--- src/rtl/cordic_pkg.sv ---
package cordic_pkg;

    typedef enum logic {
        MODE_ROT = 1'b0,
        MODE_VEC = 1'b1
    } cordic_mode_e;

    localparam real PI_R = 3.14159265358979323846;

    // arctan(2^-i) as a two's-complement fraction of pi, rounded to ang_w bits
    function automatic longint atan_code(input int i, input int ang_w);
        real units;
        units = $atan(2.0 ** (-i)) / PI_R * (2.0 ** (ang_w - 1));
        return longint'(units);
    endfunction

    // round(2^frac / K) where K is the gain of the given number of stages
    function automatic longint gain_inv_code(input int stages, input int frac);
        real k;
        k = 1.0;
        for (int i = 0; i < stages; i++) begin
            k = k / $sqrt(1.0 + 2.0 ** (-2 * i));
        end
        return longint'(k * (2.0 ** frac));
    endfunction

endpackage

--- src/rtl/cordic_stage.sv ---
module cordic_stage
    import cordic_pkg::*;
#(
    parameter int W     = 18,
    parameter int ZW    = 16,
    parameter int SHIFT = 0,
    parameter logic signed [ZW-1:0] ANGLE = '0
) (
    input  logic                 clk,
    input  logic                 rst,
    input  logic                 in_valid,
    input  logic                 in_mode,
    input  logic signed [W-1:0]  in_x,
    input  logic signed [W-1:0]  in_y,
    input  logic signed [ZW-1:0] in_z,
    output logic                 out_valid,
    output logic                 out_mode,
    output logic signed [W-1:0]  out_x,
    output logic signed [W-1:0]  out_y,
    output logic signed [ZW-1:0] out_z
);

    typedef struct packed {
        logic                 valid;
        logic                 mode;
        logic signed [W-1:0]  x;
        logic signed [W-1:0]  y;
        logic signed [ZW-1:0] z;
    } stage_t;

    stage_t st_d, st_q;

    logic signed [W-1:0] x_sh, y_sh;
    logic                turn_ccw;

    always_comb begin
        x_sh     = in_x >>> SHIFT;
        y_sh     = in_y >>> SHIFT;
        turn_ccw = (in_mode == MODE_ROT) ? !in_z[ZW-1] : in_y[W-1];
        st_d.valid = in_valid;
        st_d.mode  = in_mode;
        if (turn_ccw) begin
            st_d.x = in_x - y_sh;
            st_d.y = in_y + x_sh;
            st_d.z = in_z - ANGLE;
        end else begin
            st_d.x = in_x + y_sh;
            st_d.y = in_y - x_sh;
            st_d.z = in_z + ANGLE;
        end
    end

    always_ff @(posedge clk) begin
        if (rst) begin
            st_q <= '0;
        end else begin
            st_q <= st_d;
        end
    end

    assign out_valid = st_q.valid;
    assign out_mode  = st_q.mode;
    assign out_x     = st_q.x;
    assign out_y     = st_q.y;
    assign out_z     = st_q.z;

    // checker: operands widened by one bit so negation cannot wrap
    localparam logic signed [ZW:0] ANG_E  = {ANGLE[ZW-1], ANGLE};
    localparam logic signed [ZW:0] ANG_E2 = ANG_E <<< 1;

    logic signed [ZW:0] zi_e, zo_e;
    logic signed [W:0]  xi_e, yi_e, xo_e, yo_e, xi_sh;
    assign zi_e  = {in_z[ZW-1], in_z};
    assign zo_e  = {out_z[ZW-1], out_z};
    assign xi_e  = {in_x[W-1], in_x};
    assign yi_e  = {in_y[W-1], in_y};
    assign xo_e  = {out_x[W-1], out_x};
    assign yo_e  = {out_y[W-1], out_y};
    assign xi_sh = xi_e >>> SHIFT;

    // rotation step moves the residual angle toward zero
    p_rot_z_shrink_r2: assert property (@(posedge clk) disable iff (rst)
        (in_valid && in_mode == MODE_ROT && zi_e <= ANG_E2 && zi_e >= -ANG_E2)
        |=> (zo_e <= $past(ANG_E) && zo_e >= -$past(ANG_E)));

    // vectoring step moves Y toward zero
    p_vec_y_shrink_r3: assert property (@(posedge clk) disable iff (rst)
        (in_valid && in_mode == MODE_VEC && xi_e > 0
         && yi_e <= (xi_sh <<< 1) && yi_e >= -(xi_sh <<< 1))
        |=> (yo_e <= $past(xi_sh) && yo_e >= -$past(xi_sh)));

    // vectoring step never shrinks a positive X
    p_vec_x_grow_r3: assert property (@(posedge clk) disable iff (rst)
        (in_valid && in_mode == MODE_VEC && xi_e > 0) |=> (xo_e >= $past(xi_e)));

endmodule

--- src/rtl/cordic_gain.sv ---
module cordic_gain #(
    parameter int W       = 18,
    parameter int ZW      = 16,
    parameter int FRAC    = 16,
    parameter int COMP_EN = 1,
    parameter logic [FRAC+1:0] KINV = '0
) (
    input  logic                 clk,
    input  logic                 rst,
    input  logic                 in_valid,
    input  logic                 in_mode,
    input  logic signed [W-1:0]  in_x,
    input  logic signed [W-1:0]  in_y,
    input  logic signed [ZW-1:0] in_z,
    output logic                 out_valid,
    output logic                 out_mode,
    output logic signed [W-1:0]  out_x,
    output logic signed [W-1:0]  out_y,
    output logic signed [ZW-1:0] out_z
);

    localparam int PW = W + FRAC + 2;
    localparam logic signed [PW-1:0] HALF = PW'(1) <<< (FRAC - 1);

    typedef struct packed {
        logic                 valid;
        logic                 mode;
        logic signed [W-1:0]  x;
        logic signed [W-1:0]  y;
        logic signed [ZW-1:0] z;
    } gain_t;

    gain_t g_d, g_q;
    logic signed [W-1:0] x_c, y_c;

    generate
        if (COMP_EN != 0) begin : g_comp
            logic signed [PW-1:0] k_e, x_e, y_e, x_p, y_p;
            always_comb begin
                k_e = $signed({{(PW-FRAC-2){1'b0}}, KINV});
                x_e = {{(PW-W){in_x[W-1]}}, in_x};
                y_e = {{(PW-W){in_y[W-1]}}, in_y};
                x_p = (x_e * k_e + HALF) >>> FRAC;
                y_p = (y_e * k_e + HALF) >>> FRAC;
                x_c = x_p[W-1:0];
                y_c = y_p[W-1:0];
            end
        end else begin : g_pass
            assign x_c = in_x;
            assign y_c = in_y;
        end
    endgenerate

    always_comb begin
        g_d.valid = in_valid;
        g_d.mode  = in_mode;
        g_d.x     = x_c;
        g_d.y     = y_c;
        g_d.z     = in_z;
    end

    always_ff @(posedge clk) begin
        if (rst) begin
            g_q <= '0;
        end else begin
            g_q <= g_d;
        end
    end

    assign out_valid = g_q.valid;
    assign out_mode  = g_q.mode;
    assign out_x     = g_q.x;
    assign out_y     = g_q.y;
    assign out_z     = g_q.z;

    logic signed [W:0] ax_in, ax_out;
    assign ax_in  = in_x[W-1]  ? -{in_x[W-1], in_x}   : {1'b0, in_x};
    assign ax_out = out_x[W-1] ? -{out_x[W-1], out_x} : {1'b0, out_x};

    // gain correction never enlarges a component
    p_gain_shrink_r7: assert property (@(posedge clk) disable iff (rst)
        in_valid |=> (ax_out <= $past(ax_in)));

endmodule

--- src/rtl/cordic_engine.sv ---
module cordic_engine #(
    parameter int DATA_W    = 16,
    parameter int ANG_W     = 16,
    parameter int STAGES    = 16,
    parameter int COMP_FRAC = 16,
    parameter int COMP_EN   = 1
) (
    input  logic                      clk,
    input  logic                      rst,
    input  logic                      in_valid,
    input  logic                      in_mode,
    input  logic signed [DATA_W-1:0]  in_x,
    input  logic signed [DATA_W-1:0]  in_y,
    input  logic signed [ANG_W-1:0]   in_z,
    output logic                      out_valid,
    output logic                      out_mode,
    output logic signed [DATA_W+1:0]  out_x,
    output logic signed [DATA_W+1:0]  out_y,
    output logic signed [ANG_W-1:0]   out_z
);

    localparam int W   = DATA_W + 2;
    localparam int LAT = STAGES + 1;
    localparam longint KINV_L = cordic_pkg::gain_inv_code(STAGES, COMP_FRAC);
    localparam logic [COMP_FRAC+1:0] KINV = KINV_L[COMP_FRAC+1:0];

    logic                 v_s [0:STAGES];
    logic                 m_s [0:STAGES];
    logic signed [W-1:0]  x_s [0:STAGES];
    logic signed [W-1:0]  y_s [0:STAGES];
    logic signed [ANG_W-1:0] z_s [0:STAGES];

    assign v_s[0] = in_valid;
    assign m_s[0] = in_mode;
    assign x_s[0] = {{2{in_x[DATA_W-1]}}, in_x};
    assign y_s[0] = {{2{in_y[DATA_W-1]}}, in_y};
    assign z_s[0] = in_z;

    generate
        for (genvar i = 0; i < STAGES; i++) begin : g_stage
            localparam longint ANG_L = cordic_pkg::atan_code(i, ANG_W);
            localparam logic signed [ANG_W-1:0] ANG_I = ANG_L[ANG_W-1:0];
            cordic_stage #(
                .W(W), .ZW(ANG_W), .SHIFT(i), .ANGLE(ANG_I)
            ) u_stage (
                .clk(clk), .rst(rst),
                .in_valid(v_s[i]), .in_mode(m_s[i]),
                .in_x(x_s[i]), .in_y(y_s[i]), .in_z(z_s[i]),
                .out_valid(v_s[i+1]), .out_mode(m_s[i+1]),
                .out_x(x_s[i+1]), .out_y(y_s[i+1]), .out_z(z_s[i+1])
            );
        end
    endgenerate

    cordic_gain #(
        .W(W), .ZW(ANG_W), .FRAC(COMP_FRAC), .COMP_EN(COMP_EN), .KINV(KINV)
    ) u_gain (
        .clk(clk), .rst(rst),
        .in_valid(v_s[STAGES]), .in_mode(m_s[STAGES]),
        .in_x(x_s[STAGES]), .in_y(y_s[STAGES]), .in_z(z_s[STAGES]),
        .out_valid(out_valid), .out_mode(out_mode),
        .out_x(out_x), .out_y(out_y), .out_z(out_z)
    );

    // checker: samples in flight between the ports
    localparam int CW = $clog2(LAT + 2) + 1;
    logic [CW-1:0] fly_d, fly_q;

    always_comb begin
        fly_d = fly_q;
        if (in_valid && !out_valid) fly_d = fly_q + CW'(1);
        if (!in_valid && out_valid) fly_d = fly_q - CW'(1);
    end

    always_ff @(posedge clk) begin
        if (rst) begin
            fly_q <= '0;
        end else begin
            fly_q <= fly_d;
        end
    end

    p_inflight_bound_r4: assert property (@(posedge clk) disable iff (rst)
        fly_q <= CW'(LAT));

    p_out_has_source_r6: assert property (@(posedge clk) disable iff (rst)
        out_valid |-> (fly_q != '0));

endmodule

--- config.mk ---
export PLATFORM = sky130hd
export DESIGN_NAME = cordic_engine
export DESIGN_NICKNAME = d
export VERILOG_FILES = /design/src/rtl/cordic_pkg.sv /design/src/rtl/cordic_stage.sv /design/src/rtl/cordic_gain.sv /design/src/rtl/cordic_engine.sv
export SDC_FILE = /design/constraint.sdc
export NUM_CORES = 2
export LEC_CHECK = 0
export BUFFER_PORTS_ARGS = -buffer_cell sky130_fd_sc_hd__buf_4
export CORE_MARGIN = 1.5
export CORE_UTILIZATION = 40
export DETAILED_ROUTE_END_ITERATION = 6
export MAX_ROUTING_LAYER = met4
export PLACE_DENSITY = 0.55
export SLEW_MARGIN = 20
export SYNTH_ARGS = -nofsm -noshare
export SYNTH_HDL_FRONTEND = slang
export SYNTH_HIERARCHICAL = 1
export SYNTH_SLANG_ARGS = --single-unit
--- constraint.sdc ---
create_clock -name clk -period 5.8 [get_ports clk]
set_input_delay 1.16 -clock clk [delete_from_list [all_inputs] [get_ports clk]]
set_output_delay 1.16 -clock clk [all_outputs]
set_load 0.1 [all_outputs]
# Word level (Yosys, flattened, before mapping)
# Index checks and enable logic that the tools add are counted.
op_classes:
  n_addsub: 95
  n_mul: 2
  muxes: 32
  n_reduce_logical: 16
op_table:
  columns: ["operator", "count"]
  rows:
  - ["52-bit 2-to-1 mux", 16]
  - ["34-bit by 17-bit adder with 34-bit output, second input constant", 2]
  - ["18-bit by 17-bit multiplier with 34-bit output, second input constant", 2]
  - ["18-bit by 10-bit adder with 18-bit output", 2]
  - ["18-bit by 11-bit adder with 18-bit output", 2]
  - ["18-bit by 12-bit adder with 18-bit output", 2]
  - ["18-bit by 13-bit adder with 18-bit output", 2]
  - ["18-bit by 14-bit adder with 18-bit output", 2]
  - ["18-bit by 15-bit adder with 18-bit output", 2]
  - ["18-bit by 16-bit adder with 18-bit output", 2]
  - ["18-bit by 17-bit adder with 18-bit output", 2]
  - ["18-bit by 3-bit adder with 18-bit output", 2]
  - ["18-bit by 4-bit adder with 18-bit output", 2]
  - ["18-bit by 5-bit adder with 18-bit output", 2]
  - ["18-bit by 6-bit adder with 18-bit output", 2]
  - ["18-bit by 7-bit adder with 18-bit output", 2]
  - ["18-bit by 8-bit adder with 18-bit output", 2]
  - ["18-bit by 9-bit adder with 18-bit output", 2]
  - ["18-bit by 10-bit subtractor with 18-bit output", 2]
  - ["18-bit by 11-bit subtractor with 18-bit output", 2]
  - ["18-bit by 12-bit subtractor with 18-bit output", 2]
  - ["18-bit by 13-bit subtractor with 18-bit output", 2]
  - ["18-bit by 14-bit subtractor with 18-bit output", 2]
  - ["18-bit by 15-bit subtractor with 18-bit output", 2]
  - ["41 further kinds", 83]
word_totals:
  ff_bits: 918
  inputBits: 52
  elab_cells: 230

# Logic depth before layout (Yosys ltp)
logic_depth:
  word_depth: 3
  depth_mapped: 21
  ltp_nobuf: 20

# Cells and area by module
# The synthesis kept the hierarchy.
modules_own_cells:
  columns: ["mod", "n_inst", "cells_per_inst", "area_per_inst_um2", "seq_area_each_um2"]
  rows:
  - ["cordic_gain", 1, 1446, 13945.9, 1081.0]
  - ["cordic_stage at g_stage[0].u_stage", 1, 542, 4429.2, 1061.0]
  - ["cordic_stage at g_stage[6].u_stage", 1, 533, 4377.9, 1081.0]
  - ["cordic_stage at g_stage[4].u_stage", 1, 547, 4365.4, 1081.0]
  - ["cordic_stage at g_stage[3].u_stage", 1, 533, 4344.2, 1081.0]
  - ["cordic_stage at g_stage[2].u_stage", 1, 510, 4270.3, 1081.0]
  - ["cordic_stage at g_stage[11].u_stage", 1, 526, 4189.0, 1081.0]
  - ["cordic_stage at g_stage[5].u_stage", 1, 500, 4182.8, 1081.0]
  - ["cordic_stage at g_stage[13].u_stage", 1, 512, 4174.0, 1081.0]
  - ["cordic_stage at g_stage[8].u_stage", 1, 506, 4112.7, 1081.0]
  - ["cordic_stage at g_stage[14].u_stage", 1, 483, 4096.4, 1081.0]
  - ["cordic_stage at g_stage[10].u_stage", 1, 498, 4090.2, 1081.0]
  - ["cordic_stage at g_stage[12].u_stage", 1, 480, 4083.9, 1081.0]
  - ["cordic_stage at g_stage[7].u_stage", 1, 491, 4075.2, 1081.0]
  - ["+3 rows", null, null, null, null]

# Worst setup path after synthesis
# No wires, ideal clock.
synth_timing:
  path_type: "register -> register"
  start: "register g_stage[15].u_stage.st_q, in the netlist g_stage[15].u_stage/out_x[17]"
  end: "register u_gain.g_q, in the netlist u_gain/out_x[14]"
  setup_ns: 0.123
  arrival_time_ns: 5.472
  setup_slack_ns: 0.204
  stages_incl_launch_ff: 18
  path_buffers: 0
  synth_period_minus_slack_ns: 5.596
  path_cell_list: "dfxtp_1 ha_1 fa_1 inv_1 fa_1 fa_1 fa_1 inv_1 fa_1 inv_1 ha_1 a21oi_1 a21oi_1 a211oi_1 o221a_2 o31ai_1 a311oi_2 mux2_1"
synth_between:
  elab_chain_cells: 2
synth_lines:
  columns: ["element", "line", "text"]
  rows:
  - ["from (decl)", "cordic_stage.sv:31", "stage_t st_d, st_q;"]
  - ["from (signal assigned)", "cordic_stage.sv:57", "st_q <= st_d;"]
  - ["18-bit by 17-bit multiplier with 34-bit output", "cordic_gain.sv:43", "x_p = (x_e * k_e + HALF) >>> FRAC;"]
  - ["34-bit by 17-bit adder with 34-bit output", "cordic_gain.sv:43", null]
  - ["to (signal assigned)", "cordic_gain.sv:66", "g_q <= g_d;"]
  - ["to (decl)", "cordic_gain.sv:33", "gain_t g_d, g_q;"]
# No other way between the ends.
# A chain may end at the register's enable or synchronous reset.

# Worst setup path after layout
layout_timing:
  start: "register g_stage[15].u_stage.st_q, in the netlist g_stage[15].u_stage/out_x[8]"
  end: "register u_gain.g_q, in the netlist u_gain/out_x[14]"
# The elaborated chain is that of the path after synthesis.

==> impl_metrics.csv <==
group,metric,value,unit
logic_synthesis,ys_warn_count,6,
critical_path,critical_path_peak_fanout,4,
placement,dp_hpwl,178,mm
final_layout,layout.cell_area.non_filler,88200,um^2
final_layout,finalNetCount,11013,
detailed_routing,ant_nets,0,
grt,antenna_found_initial,4,
critical_path,worstPathBufferInverterCount,5,
sta,setup_repair_after_global_routing_missed_its_margin,"true",
clock_network,number_of_buffers_created_by_cts,114,
final_layout,mostFrequentLayoutCells,"sky130_fd_sc_hd__ha_1, sky130_fd_sc_hd__nor2_1, sky130_fd_sc_hd__dfxtp_1, sky130_fd_sc_hd__inv_1, sky130_fd_sc_hd__a21oi_1",
logic_synthesis,synth-edff-count,0,
placement,placement_cell_area,83900,um^2
clock_network,numClockSinks,917,
placement,finalWeightedCongestion,0.895,
die,core.rowCount,164,
final_layout,areaGrowthSynthToFinish,10.2,%
placement,detailedPlace.worstSlack,0.0769,ns
grt,track_usage,22.0,%
critical_path,critical_path.most_common_cell,"sky130_fd_sc_hd__fa_1",
placement,port-buffer-count,105,
final_layout,fraction_of_final_layout_cells_sized_beyond_drive_strength_1,6.89,%
logic_synthesis,netlist.area_leader.share,22.9,%
die,top_level_ports,106,
sta,hold_fails_final_rpt,0,
critical_path,critical_path.startpoint_type,"flop",
critical_path,crit_path_cell_trace,"buf_4 > ha_1 > inv_1 > fa_1 > fa_1 > inv_1 > fa_1 > fa_1 > inv_1 > fa_1 > inv_1 > ha_1 > and4_1 > a221oi_4 > nand3b_1 > o31ai_4 > a311oi_2 > mux2_1",
detailed_routing,route.vias.total,65856,
die,die_area,203000,um^2
critical_path,worstSetupEndpointType,"flop",
final_layout,final_common_cell,"sky130_fd_sc_hd__ha_1",
critical_path,crit_family,"adder cells",
critical_path,worst_ep_arrival_time,6.29,ns
sta,worst_slew_margin_rel,27.8,%
logic_synthesis,sequential_to_total_area_share_from_yosys_stat,22.9,%
logic_synthesis,postSynth.topFlopCell,"sky130_fd_sc_hd__dfxtp_1",
logic_synthesis,async_s_r_ff_share_synth,0,%
critical_path,worst_path_max_delay_cell,"sky130_fd_sc_hd__fa_1",
sta,layout_setup_ws,0.159,ns
sta,clock_period_minus_final_worst_setup_slack,5.64,ns
clock_network,worst_skew_pair.late_latency,0.79,ns
sta,number_of_pins_with_negative_max_slew_slack_in_the_final_report,0,
logic_synthesis,syn_nets,10925,
grt,grt_start_max_net_pins,181,
sta,skew,0.0320,ns
clock_network,cts_hold_buf,0,
grt,grt_overflow,0,
critical_path,crit_type,"reg2reg",
detailed_routing,drt_pass1_iterations,5,
logic_synthesis,ys_seq_elements,917,
grt,grt_pass1_vias,66016,
detailed_routing,route.detailed.drc,0,
logic_synthesis,synthesis.area,80100,um^2
clock_network,clkTransAtPathRegs,0.06,ns
run_status,run_status,"finished clean",
detailed_routing,wl_per_cell,17.8,um
sta,setup_total_negative_slack,0,ns
die,die_x,450,um
die,floorplan.initialDensity,40.2,%
logic_synthesis,mean_syn_cell_area,8.47,um^2
clock_network,cts_tree,"yes",
clock_network,cts.htree.levels,3,
critical_path,critPathMaxStageDelay,0.54,ns
critical_path,timing.critical_path.required,6.45,ns
placement,post-place-cells,12079,
detailed_routing,avgViaCountPerCell,5.36,
logic_synthesis,post_synth_main_area_contributors,"sky130_fd_sc_hd__dfxtp_1, sky130_fd_sc_hd__ha_1, sky130_fd_sc_hd__fa_1",
die,placeableCoreArea,199000,um^2
logic_synthesis,synthesis.instances,9454,
logic_synthesis,synth.distinct_cells,139,
sta,finalSetupViolations,0,
detailed_routing,totalWireLength,219,mm
logic_synthesis,yosys.area.top_type,"sky130_fd_sc_hd__dfxtp_1",
sta,worst-slew-pin-transition,1.06,ns
grt,grt_first_pass_wirelength,356,mm
sta,achievable-frequency,177,MHz
final_layout,stdcell_count,12298,
clock_network,cts_max_path_buffers,3,
sta,fin_crit_sh,97.3,%
hold_path,min_path_type,"reg2reg",
clock_network,ctsRootBufferMaster,"sky130_fd_sc_hd__clkbuf_16",
detailed_routing,drt_iter0_drc,3629,
job,timing.max_cap.violations,0,
die,die_h,450,um
==> metrics by stage <==
step,util (%),hold slack [ns]
floorplan,-,0.413
global placement,42.1,0.419
detailed placement,42.1,0.420
CTS,44.2,0.430
global route,44.3,0.452
finish,44.3,0.426
==> metal layers <==
layer	global-route usage, %	wire length [um]
met1	27.4	100000
met2	38.2	108000
met3	2.11	6480
met4	4.94	4920
met5	-	0
==> path summary, 6_finish.rpt <==
path                                 startpoint  depth (start not counted)                       endpoint  slack [ns]
setup / recovery   g_stage[15].u_stage/out_x[8]                         18               u_gain/out_x[14]        0.16
hold / removal    g_stage[10].u_stage/out_valid                          1  g_stage[11].u_stage/out_valid        0.43
setup reg to reg   g_stage[15].u_stage/out_x[8]                         18               u_gain/out_x[14]        0.16
hold reg to reg   g_stage[10].u_stage/out_valid                          1  g_stage[11].u_stage/out_valid        0.43
==> repair_timing <==
item / in CTS / in global routing
setup endpoints to repair: 0 / 14
buffers inserted: 0 / 3
resized for setup: 0 / 29
==> cell type report <==
cell class	count	area [um^2]
Tap cell	2656	3320
Clock inverter	61	917
Clock buffer	153	3210
Inverter	834	3140
Multi-Input combinational cell	7482	57700
Antenna cell	2	5.00
Sequential cell	917	18400
Fill cell	19722	111000
Timing Repair Buffer	193	1510
==> cell families (layout without fill, tap and decap cells) <==
kind of cell	count (synthesis)	in the layout	synth area share (%)
simple gates	2776	2776	16.7
xor+xnor	769	769	8.43
mux	128	128	1.75
buf+inv	1055	1241	5.13
flops	917	917	22.9
compound gates	2390	2390	19.9
fa+ha+maj	1419	1419	25.1
other cells	0	2	0
==> worst register-to-register path, stage by stage, from the launching register on <==
cell and delay, ns:
sky130_fd_sc_hd__dfxtp_1 0.37, sky130_fd_sc_hd__buf_4 0.18, sky130_fd_sc_hd__ha_1 0.33, sky130_fd_sc_hd__inv_1 0.08, sky130_fd_sc_hd__fa_1 0.50, sky130_fd_sc_hd__fa_1 0.52
sky130_fd_sc_hd__inv_1 0.05, sky130_fd_sc_hd__fa_1 0.46, sky130_fd_sc_hd__fa_1 0.54, sky130_fd_sc_hd__inv_1 0.05, sky130_fd_sc_hd__fa_1 0.53, sky130_fd_sc_hd__inv_1 0.04
sky130_fd_sc_hd__ha_1 0.36, sky130_fd_sc_hd__and4_1 0.23, sky130_fd_sc_hd__a221oi_4 0.34, sky130_fd_sc_hd__nand3b_1 0.23, sky130_fd_sc_hd__o31ai_4 0.09, sky130_fd_sc_hd__a311oi_2 0.28
sky130_fd_sc_hd__mux2_1 0.35
==> synth_stat cells, types with 25 or more instances <==
master and count:
sky130_fd_sc_hd__a21o_1 276, sky130_fd_sc_hd__nand2b_1 128, sky130_fd_sc_hd__buf_1 43, sky130_fd_sc_hd__xnor2_1 464
sky130_fd_sc_hd__mux2i_1 44, sky130_fd_sc_hd__nand4_1 63, sky130_fd_sc_hd__nor3_1 219, sky130_fd_sc_hd__ha_1 1104
sky130_fd_sc_hd__nand2_1 508, sky130_fd_sc_hd__o21ai_1 68, sky130_fd_sc_hd__nor2_1 1084, sky130_fd_sc_hd__a31oi_1 89
sky130_fd_sc_hd__a311oi_1 25, sky130_fd_sc_hd__o21ai_0 382, sky130_fd_sc_hd__o21a_1 95, sky130_fd_sc_hd__a211o_1 28
sky130_fd_sc_hd__a21oi_1 696, sky130_fd_sc_hd__nand3_1 121, sky130_fd_sc_hd__buf_2 25, sky130_fd_sc_hd__dfxtp_1 917
sky130_fd_sc_hd__and3_1 70, sky130_fd_sc_hd__o211ai_1 78, sky130_fd_sc_hd__nor4_1 37, sky130_fd_sc_hd__o21bai_1 87
sky130_fd_sc_hd__mux2_2 53, sky130_fd_sc_hd__clkbuf_1 137, sky130_fd_sc_hd__mux2_1 27, sky130_fd_sc_hd__xor2_1 303
sky130_fd_sc_hd__nor2b_1 263, sky130_fd_sc_hd__and2_1 40, sky130_fd_sc_hd__a211oi_1 113, sky130_fd_sc_hd__inv_1 819
sky130_fd_sc_hd__or3_1 54, sky130_fd_sc_hd__fa_1 315, sky130_fd_sc_hd__o31ai_1 76
==> flip-flops by register name, indices dropped and copies added, names as in the netlist <==
signal                     cells
g_stage.u_stage/out_y        287
g_stage.u_stage/out_x        288
g_stage.u_stage/out_mode      16
u_gain/out_mode                1
u_gain/out_y                  18
u_gain/out_x                  18
u_gain/out_z                  16
g_stage.u_stage/out_valid     16
g_stage.u_stage/out_z        256
u_gain/out_valid               1
Power is not shown: default switching activity piles up to over one toggle a cycle in this logic, so the estimate is an artifact.
